`config.mk`:
```
export PLATFORM = sky130hd
export DESIGN_NAME = mode_reg_bank
export DESIGN_NICKNAME = d
export VERILOG_FILES = /design/src/rtl/mode_reg_pkg.sv /design/src/rtl/mode_reg_ctrl.sv /design/src/rtl/mode_reg_dp.sv /design/src/rtl/mode_reg_bank.sv
export SDC_FILE = /design/constraint.sdc
export NUM_CORES = 1
export LEC_CHECK = 0
export CAP_MARGIN = 5
export CORE_ASPECT_RATIO = 0.6
export CORE_MARGIN = 1.5
export CORE_UTILIZATION = 42
export CTS_BUF_LIST = sky130_fd_sc_hd__clkbuf_2
export CTS_CLUSTER_SIZE = 8
export DETAILED_ROUTE_END_ITERATION = 6
export GPL_TIMING_DRIVEN = 0
export PLACE_DENSITY_LB_ADDON = 0.2
export SLEW_MARGIN = 25
export SYNTH_ARGS = -nofsm -noshare
export SYNTH_HDL_FRONTEND = slang
export SYNTH_SLANG_ARGS = --single-unit
```
`constraint.sdc`:
```
create_clock -name clk -period 1.6 [get_ports clk]
set_input_delay 0.32 -clock clk [delete_from_list [all_inputs] [get_ports clk]]
set_output_delay 0.32 -clock clk [all_outputs]
set_load 0.01 [all_outputs]
```
`src/rtl/mode_reg_pkg.sv`:
```
package mode_reg_pkg;

  localparam int MR_W   = 19;
  localparam int BANK_W = 2;
  localparam int LAT_W  = 5;

  localparam logic [BANK_W-1:0] BANK_CLK_CFG = BANK_W'(0);
  localparam logic [BANK_W-1:0] BANK_CTL_CFG = BANK_W'(1);

  localparam int B_DLL_OFF  = 0;
  localparam int B_DRV_LO   = 1;
  localparam int B_TRM_LO   = 2;
  localparam int B_AL_LO    = 3;
  localparam int B_AL_HI    = 4;
  localparam int B_DRV_HI   = 5;
  localparam int B_TRM_MID  = 6;
  localparam int B_WLEV     = 7;
  localparam int B_DLL_RST  = 8;
  localparam int B_TRM_HI   = 9;
  localparam int B_TDQS     = 11;
  localparam int B_QOFF     = 12;

  localparam logic [MR_W-1:0] RESV_MASK = MR_W'(19'h4E500);

  typedef struct packed {
    logic loadCfg;
    logic srHold;
  } mrCtlT;

  typedef enum logic [1:0] {
    AL_ZERO = 2'b00,
    AL_CLM1 = 2'b01,
    AL_CLM2 = 2'b10,
    AL_RSVD = 2'b11
  } alSelT;

  function automatic logic termLegal(input logic [2:0] code,
                                     input logic wl,
                                     input logic qoff);
    logic ok;
    if (!wl)        ok = (code <= 3'd4);
    else if (!qoff) ok = (code <= 3'd3);
    else            ok = (code <= 3'd5);
    return ok;
  endfunction

endpackage

```
`src/rtl/mode_reg_ctrl.sv`:
```
module mode_reg_ctrl
  import mode_reg_pkg::*;
#(
  parameter int BANK_W_P = BANK_W
) (
  input  logic              clk,
  input  logic              rstN,
  input  logic              mrsValid,
  input  logic [BANK_W_P-1:0] mrsBank,
  input  logic              rstReq,
  input  logic              srEnter,
  input  logic              srExit,
  input  logic              mr1DllOff,
  output mrCtlT             ctl,
  output logic              dllResetPulse
);

  logic srState;
  logic pulseQ;
  logic clkCfgRst;
  logic srLeave;

  assign clkCfgRst = mrsValid && (mrsBank == BANK_W_P'(BANK_CLK_CFG)) && rstReq;
  assign srLeave   = srExit && srState;

  always_ff @(posedge clk or negedge rstN) begin
    if (!rstN) begin
      srState <= 1'b0;
      pulseQ  <= 1'b0;
    end else begin
      if (srLeave)                srState <= 1'b0;
      else if (srEnter)           srState <= 1'b1;
      pulseQ <= clkCfgRst || (srLeave && !mr1DllOff);
    end
  end

  always_comb begin
    ctl.loadCfg = mrsValid && (mrsBank == BANK_W_P'(BANK_CTL_CFG));
    ctl.srHold  = srState;
  end

  assign dllResetPulse = pulseQ;

endmodule

```
`src/rtl/mode_reg_dp.sv`:
```
module mode_reg_dp
  import mode_reg_pkg::*;
#(
  parameter int ADDR_W_P = MR_W,
  parameter int LAT_W_P  = LAT_W
) (
  input  logic                clk,
  input  logic                rstN,
  input  mrCtlT               ctl,
  input  logic [ADDR_W_P-1:0] mrsAddr,
  input  logic [LAT_W_P-1:0]  casLat,
  output logic                mr1DllOff,
  output logic                dllOn,
  output logic [1:0]          driveCode,
  output logic [2:0]          termCode,
  output logic [LAT_W_P-1:0]  addLat,
  output logic                wrLevelOn,
  output logic                tdqsOn,
  output logic                outOff,
  output logic                maskActive,
  output logic                cfgError
);

  logic [ADDR_W_P-1:0] cfgWord;
  logic                errSticky;
  logic                wordBad;
  alSelT               alSel;

  always_ff @(posedge clk or negedge rstN) begin
    if (!rstN) begin
      cfgWord   <= '0;
      errSticky <= 1'b0;
    end else begin
      if (ctl.loadCfg) cfgWord <= mrsAddr;
      errSticky <= errSticky || wordBad;
    end
  end

  assign alSel     = alSelT'(cfgWord[B_AL_HI:B_AL_LO]);
  assign driveCode = {cfgWord[B_DRV_HI], cfgWord[B_DRV_LO]};
  assign termCode  = {cfgWord[B_TRM_HI], cfgWord[B_TRM_MID], cfgWord[B_TRM_LO]};
  assign wrLevelOn = cfgWord[B_WLEV];
  assign tdqsOn    = cfgWord[B_TDQS];
  assign outOff    = cfgWord[B_QOFF];
  assign mr1DllOff = cfgWord[B_DLL_OFF];
  assign dllOn     = !cfgWord[B_DLL_OFF] && !ctl.srHold;

  always_comb begin
    maskActive = 1'b1;
    if (tdqsOn) maskActive = 1'b0;
  end

  always_comb begin
    unique case (alSel)
      AL_CLM1: addLat = casLat - LAT_W_P'(1);
      AL_CLM2: addLat = casLat - LAT_W_P'(2);
      AL_ZERO: addLat = '0;
      AL_RSVD: addLat = '0;
      default: addLat = '0;
    endcase
  end

  always_comb begin
    wordBad = 1'b0;
    if (|(cfgWord & ADDR_W_P'(RESV_MASK)))        wordBad = 1'b1;
    if (alSel == AL_RSVD)                         wordBad = 1'b1;
    if (cfgWord[B_DRV_HI])                        wordBad = 1'b1;
    if (!termLegal(termCode, wrLevelOn, outOff))  wordBad = 1'b1;
  end

  assign cfgError = errSticky || wordBad;

endmodule

```
`src/rtl/mode_reg_bank.sv`:
```
module mode_reg_bank
  import mode_reg_pkg::*;
#(
  parameter int ADDR_W = MR_W,
  parameter int BANK_SEL_W = BANK_W,
  parameter int CL_W = LAT_W
) (
  input  logic                  clk,
  input  logic                  rstN,
  input  logic                  mrsValid,
  input  logic [BANK_SEL_W-1:0] mrsBank,
  input  logic [ADDR_W-1:0]     mrsAddr,
  input  logic                  srEnter,
  input  logic                  srExit,
  input  logic [CL_W-1:0]       casLat,
  output logic                  dllOn,
  output logic [1:0]            driveCode,
  output logic [2:0]            termCode,
  output logic [CL_W-1:0]       addLat,
  output logic                  wrLevelOn,
  output logic                  tdqsOn,
  output logic                  outOff,
  output logic                  maskActive,
  output logic                  dllResetPulse,
  output logic                  cfgError
);

  mrCtlT ctl;
  logic  mr1DllOff;

  mode_reg_ctrl #(.BANK_W_P(BANK_SEL_W)) u_ctrl (
    .clk          (clk),
    .rstN         (rstN),
    .mrsValid     (mrsValid),
    .mrsBank      (mrsBank),
    .rstReq       (mrsAddr[B_DLL_RST]),
    .srEnter      (srEnter),
    .srExit       (srExit),
    .mr1DllOff    (mr1DllOff),
    .ctl          (ctl),
    .dllResetPulse(dllResetPulse)
  );

  mode_reg_dp #(.ADDR_W_P(ADDR_W), .LAT_W_P(CL_W)) u_dp (
    .clk       (clk),
    .rstN      (rstN),
    .ctl       (ctl),
    .mrsAddr   (mrsAddr),
    .casLat    (casLat),
    .mr1DllOff (mr1DllOff),
    .dllOn     (dllOn),
    .driveCode (driveCode),
    .termCode  (termCode),
    .addLat    (addLat),
    .wrLevelOn (wrLevelOn),
    .tdqsOn    (tdqsOn),
    .outOff    (outOff),
    .maskActive(maskActive),
    .cfgError  (cfgError)
  );

endmodule

```
==> metrics.md, run 1 <==
| Metric | Value |
|---|---|
| Nets | `between 150 and 200` |
| Netlist cell types | `24` |
| Initial antenna violation count | `0` |
| Slew Limit Fails | `0` |
| R2R Path End | `u_dp.cfgWord[7]$_DFFE_PN0P_` |
| Flop pwr share | `38.6%` |
| Post-Layout Cell Count | `about 180` |
| Yosys top cell area share | `47.7%` |
| Clk root buf | `clkbuf_2` |
| PwrDens | `967 nW/µm²` |
| Max-slew headroom | `40.9%` |
| P_sw | `462 µW` |
| Main flop type after synthesis | `dfrtp_1` |
| Row count | `13` |
| FF-to-FF setup slack | `590 ps` |
| Vias | `854` |
| Cell taking the most area after synthesis | `dfrtp_1` |
| Main combinational cell family by area after synthesis | `multiplexers` |
| Post-synth EDFFs | `0` |
| Comb power frac | `~39%` |
| Syn Area/Cell | `12.9 µm²` |
| Detailed router's first-iteration violation count | `19` |
| Max Cap Violations | `0` |
| WP data required | `1280 ps` |
| Synthesis-to-layout area growth | `66.7%` |
| Final WS setup | `-205 ps` |
| Int Pwr | `1230 µW` |
| Failing checks | `setup timing` |
| Avg WL per Cell | `15.5 µm` |
| Synthesized-area fraction occupied by adder cells | `3.58%` |
| Crit path buffers/inverters | `3` |
| Post-synthesis cell count | `slightly above 80` |
| Final hold vios | `0` |
| Slowest CP cell | `dlygate4sd2_1` |
| Post-synthesis simple-gate area fraction | `9.90%` |
| Later-pin clock latency in the skew report | `330 ps` |
| Global route overflow | `0` |
| Fmax | `554 MHz` |
| R2r worst-path depth | `3` |
| Share of cells above drive strength 1 | `46.9%` |
| I/O pin cnt | `48` |
| Hold_ws | `444 ps` |
| Vias in the first global route | `861` |
| Post-DP HPWL | `1800 µm` |
| Seq/Total Area, Yosys | `47.7%` |
| Final setup viols | `6` |
| Worst-path cell chain | `dlygate4sd2_1, inv_2, ha_4, nor3b_2, o22ai_2, a22o_1, buf_2` |
| Pin count of the biggest net entering global routing | `21` |
| TritonCTS Buffers | `3` |
| DP Cell Count | `156` |
| Critical path startpoint | `casLat[0]` |
| YS warnings | `0` |
| Top cells by area, synth | `dfrtp_1 (48%), mux2_4 (14%), mux2_2 (7.5%)` |
| RSZ-0062 raised after global routing | `true` |
| Total clock sinks | `20` |
| Synth Cell Area | `around 1000 µm²` |
| Post-Synth XOR/XNOR Area | `2.51%` |
| Worst vdd ir | `around 0.65 mV` |
| Status | `finished, violations left` |
| Mux cell area share after synthesis | `23.7%` |
| Async SR Flop Fraction | `100%` |
| Routed wire length | `between 2000 and 3000 µm` |
| Net Count, Synth | `115` |
| Clock Tree Buf Depth | `2` |
| Synth Area in Compound Gates | `5.73%` |
| Drt via density | `4.82` |
| CTS HTree Levels | `1` |
| Starting density of the core | `46.4%` |
| R2r startpoint | `u_dp.cfgWord[7]$_DFFE_PN0P_` |
| Post-layout min period | `1810 ps` |
| N_diodes | `0` |
| Setup TNS | `-799 ps` |
| Worst Clk Skew | `29.9 ps` |
| CTS tree | `built` |
| Clock slew at reported path FFs | `roughly 210 ps` |
| Total power draw | `1690 µW` |
| Leak pwr | `0.000854 µW` |
| Final Cycle Share | `113%` |
| DRC viols | `0` |
| Synthesized flop and latch total | `20` |
| Post-DP Area | `1540 µm²` |
| CP max stage delay | `290 ps` |
| GRT Util Overall | `roughly a fifth` |
| First-pass GRT wire length | `between 4000 and 5000 µm` |
| CP Capture Type | `output port` |
| Design Area, Final | `1750 µm²` |
| Crit path depth | `7` |
| CP Max Fanout | `3` |
| Die boundary height | `41.7 µm` |
| CP delay by family, top | `buffers and inverters` |
| CP Class | `in -> out` |
| CP arrival | `1490 ps` |
| Clk network pwr share | `22.3%` |
| Most frequent cell after synthesis | `dfrtp_1` |
| Die area | `2810 µm²` |
| Core ar. | `~2300 µm²` |
| Setup crit end | `addLat[4]` |
| DR pass1 iterations | `4` |
| Placer Congestion | `0.689` |
| Post-DRT Antenna Nets | `0` |
| Number of I/O port buffers | `between 40 and 50` |
| Sw Ratio | `27.3%` |
| Critical path startpoint category | `primary input` |
| Top post-synthesis cells by count | `dfrtp_1 (20), mux2_4 (10), mux2_2 (7)` |
| Hold crit path type | `in -> async` |
| Slew @ Worst Pin | `slightly below 900 ps` |
| Hold-fix buffers, CTS | `0` |
| Width of the die | `67.5 µm` |
## placed cells by master (no fill, tap or decap), drive strengths merged, types with 2 or more instances in the layout
cell type	n
nor3	2
nand2b	2
ha	3
dfrtp	20
mux2	17
mux2i	2
o22ai	5
nor4	2
clkbuf	5
nor2b	2
dlygate4sd2	5
xnor2	3
clkdlybuf4s15	2
nand2	2
buf	32
dlymetal6s2s	2
inv	6
clkdlybuf4s50	25
## flip-flops by register name, indices dropped and copies added (netlist names)
signal / flops
u_dp.errSticky: 1
u_ctrl.srState: 1
u_ctrl.dllResetPulse: 1
u_dp.cfgWord: 17
## how the worst min path moves through the flow
stage	start	to	slack, ps	cells after the start
2_1_floorplan	rstN	u_ctrl.dllResetPulse$_DFF_PN0_	20	0
3_3_place_gp	u_dp.errSticky$_DFF_PN0_	u_dp.errSticky$_DFF_PN0_	470	2
3_5_place_dp	u_dp.errSticky$_DFF_PN0_	u_dp.errSticky$_DFF_PN0_	480	2
4_1_cts	rstN	u_dp.cfgWord[3]$_DFFE_PN0P_	490	1
5_1_grt	srEnter	u_ctrl.srState$_DFFE_PN0P_	460	3
6_report	rstN	u_dp.cfgWord[3]$_DFFE_PN0P_	440	1
## what timing repair did
action	in CTS	in global routing
hold endpoints to repair	0	0
buffers inserted	8	9
endpoints found under the setup margin	14	13
resized for setup	60	13
pin swaps	6	0
## through the flow
stage / setup WS (ps) / utilization, %
3_3_place_gp: -823 / 68.0
5_1_grt: -294 / 77.3
6_report: -205 / 77.3
4_1_cts: -176 / 73.4
3_5_place_dp: -878 / 68.0
2_1_floorplan: 182 / -
## per-layer routing
metal,GRT usage [%],routed length (µm),vias up
met1,26.4,1240,408
met4,0.816,19,0
met3,5.42,151,2
met5,0,0,-
met2,30.6,1340,26
li1,-,-,418
## cell families after synthesis
logic type               Yosys count
adder cells (fa/ha/maj)            3
flip-flops                        20
multiplexers                      19
buffers and inverters             12
AO/OA/AOI/OAI                      9
AND/OR/NAND/NOR                   15
XOR/XNOR                           3
## final cells by class
type / count / area [µm²]
repair buffers: 62 / 536
clock inverters: 1 / 30.0
inverters: 6 / 25.0
clock buffers: 3 / 15.0
flip-flops and latches: 20 / 500
well taps: 30 / 37.5
multi-input cells: 49 / 556
plain buffers: 6 / 48.8
fillers: 131 / 513
## worst register-to-register path, stage by stage (launching register included)
cell and delay (ps):
dfrtp_1 410, buf_4 130, buf_4 130, mux2_4 250
## power groups by stage
stage	registers [µW]	clock network (µW)	logic (µW)
detailed placement	664	0	532
CTS	648	379	576
global placement	659	0	516
global route	662	417	707
finish	653	377	661
floorplan	655	0	262
(Power assumes the default switching activity.)
==> run 2: changes to the inputs <==
CTS_BUF_LIST = sky130_fd_sc_hd__clkbuf_4 sky130_fd_sc_hd__clkbuf_8   (was sky130_fd_sc_hd__clkbuf_2)
==> metrics.md, run 2 (synthesized netlist as in run 1, its figures left out) <==
| Metric | Value |
|---|---|
| Status | `finished, violations left` |
| Failing checks | `setup timing` |
| Die boundary height | `41.7 µm (unchanged)` |
| First-pass GRT wire length | `4060 µm (unchanged)` |
| Slowest CP cell | `dfrtp_2` |
| Post-DRT Antenna Nets | `0 (unchanged)` |
| CP Capture Type | `output port` |
| Hold_sp | `u_dp.errSticky$_DFF_PN0_` |
| R2r startpoint | `u_dp.cfgWord[2]$_DFFE_PN0P_` |
| N_diodes | `0 (unchanged)` |
| Later-pin clock latency in the skew report | `260 ps (-70 ps)` |
| Vias | `858 (+0.47%)` |
| Most frequent cells in the layout | `clkdlybuf4s50_1 (27), dfrtp_1 (19), buf_4 (17), mux2_4 (10), buf_2 (8)` |
| Flop pwr share | `38.0% (-0.6 points)` |
| Clock Tree Buf Depth | `2 (unchanged)` |
| Hold crit path type | `reg -> reg` |
| Total power draw | `1750 µW (+3.7%)` |
| Detailed router's first-iteration violation count | `10 (-9)` |
| Sw Ratio | `25.8% (-1.5 points)` |
| DR pass1 iterations | `4 (unchanged)` |
| Width of the die | `67.5 µm (unchanged)` |
| CP Class | `reg -> out` |
| Int Pwr | `1300 µW (+5.8%)` |
| Final Cycle Share | `106% (-7.0 points)` |
| CP Max Fanout | `6 (+3)` |
| Total clock sinks | `20 (unchanged)` |
| CP max stage delay | `440 ps (+150 ps)` |
| R2r worst-path depth | `3 (unchanged)` |
| Largest Register | `u_dp.cfgWord` |
| Worst vdd ir | `0.691 mV (+5.7%)` |
| I/O pin cnt | `48 (unchanged)` |
| Initial antenna violation count | `0 (unchanged)` |
| Placer Congestion | `0.689 (unchanged)` |
| DRC viols | `0 (unchanged)` |
| PwrDens | `1020 nW/µm² (+5.0%)` |
| Pin count of the biggest net entering global routing | `21 (unchanged)` |
| CP delay by family, top | `flip-flops` |
| Worst-path cell chain | `nand2b_4, o22ai_2, a22o_1, buf_2` |
| Row count | `13 (unchanged)` |
| Design Area, Final | `1730 µm² (-1.3%)` |
| RSZ-0062 raised after global routing | `true` |
| Worst Clk Skew | `7.51 ps (-22.4 ps)` |
| Leak pwr | `0.000857 µW (+0.37%)` |
| Max reg flops | `17 (unchanged)` |
| Clock slew at reported path FFs | `80 ps (-130 ps)` |
| Slew Limit Fails | `0 (unchanged)` |
| CP arrival | `1370 ps (-120 ps)` |
| TritonCTS Buffers | `3 (unchanged)` |
| P_sw | `453 µW (-2.0%)` |
| Critical path startpoint category | `register` |
| Avg WL per Cell | `16.4 µm (+5.8%)` |
| WP data required | `1280 ps (about the same)` |
| Clk root buf | `clkbuf_8` |
| Crit path depth | `4 (-3)` |
| Hold Path Depth | `2` |
| Comb power frac | `33.5% (-5.6 points)` |
| Drt via density | `5.02 (+4.0%)` |
| Final setup viols | `2 (-4)` |
| Routed wire length | `2800 µm (+2.2%)` |
| Share of cells above drive strength 1 | `43.3% (-3.7 points)` |
| Nets | `176 (-3.3%)` |
| Starting density of the core | `46.4% (unchanged)` |
| Post-DP Area | `1540 µm² (unchanged)` |
| Max-slew headroom | `40.9% (about the same)` |
| Post-layout min period | `1690 ps (-113 ps)` |
| Clk network pwr share | `28.5% (+6.2 points)` |
| Final hold vios | `0 (unchanged)` |
| Die area | `2810 µm² (unchanged)` |
| Core ar. | `2260 µm² (unchanged)` |
| Hold-fix buffers, CTS | `0 (unchanged)` |
| Vias in the first global route | `848 (-1.5%)` |
| Critical path startpoint | `u_dp.cfgWord[3]$_DFFE_PN0P_` |
| Crit path buffers/inverters | `1 (-2)` |
| Most common cell after layout, fill and taps aside | `clkdlybuf4s50_1` |
| GRT Util Overall | `19.3% (+0.40 points)` |
| CTS tree | `built` |
| Post-DP HPWL | `1800 µm (unchanged)` |
| Global route overflow | `0 (unchanged)` |
| CTS HTree Levels | `1 (unchanged)` |
| Final WS setup | `-92.3 ps (+113 ps)` |
| Max Cap Violations | `0 (unchanged)` |
| Fmax | `591 MHz (+6.7%)` |
| Slew @ Worst Pin | `883 ps (-0.559 ps)` |
| Number of I/O port buffers | `45 (unchanged)` |
| Synthesis-to-layout area growth | `64.6%` |
-- run 2: area by class of cell --
class	count	area, µm²
flip-flops and latches	20	502
clock inverters	1	30.0
well taps	30	37.5
fillers	141	536
inverters	6	25.0
repair buffers	56	502
multi-input cells	49	539
plain buffers	6	48.8
clock buffers	3	41.3
-- run 2: stage by stage --
step	setup TNS (ps)	setup WS, ps	std cells	hold WS, ps	util [%]
after global placement	-3590	-823	156	473	68.0
final	-123	-92.3	171	490	76.3
after detailed placement	-4360	-878	156	484	68.0
after global routing	-348	-157	171	512	76.3
after CTS	-171	-104	166	497	73.4
after floorplan	0	182	81	24.4	-
-- run 2: final timing paths --
kind,to,slack (ps)
min reg2reg,u_dp.errSticky$_DFF_PN0_,490
max,addLat[4],-90
max reg2reg,u_dp.errSticky$_DFF_PN0_,580
min,u_dp.errSticky$_DFF_PN0_,490
max in group asynchronous,u_dp.cfgWord[3]$_DFFE_PN0P_,450
min in group asynchronous,u_dp.cfgWord[1]$_DFFE_PN0P_,560
-- run 2: power by group through the flow --
stage	Sequential (µW)	Combinational [µW]	Clock, µW
floorplan	655	262	0
global placement	659	516	0
detailed placement	664	532	0
CTS	662	553	512
global route	675	627	543
finish	666	587	500
-- run 2: worst reg2reg max path: cells and delay by family (launching register included) --
kind,cells,cell delay (ps)
AOI/OAI and AO/OA,1,220
DFF,1,380
and+or+nand+nor,2,280
-- run 2: per-layer routing --
| layer | vias up | part of all wire, % | routed length, µm | track usage (%) |
|---|---|---|---|---|
| li1 | 409 | - | - | - |
| met3 | 0 | 4.8 | 135 | 5.96 |
| met4 | 0 | 0 | 0 | 3.67 |
| met5 | - | 0 | 0 | 0 |
| met2 | 25 | 51 | 1420 | 31.0 |
| met1 | 424 | 44 | 1240 | 25.7 |
-- run 2: what timing repair did --
action | 4_1_cts | 5_1_grt
endpoints found under the setup margin | 10 | 11
pin swaps | 5 | 7
gates resized for setup | 51 | 15
setup buffers | 6 | 5
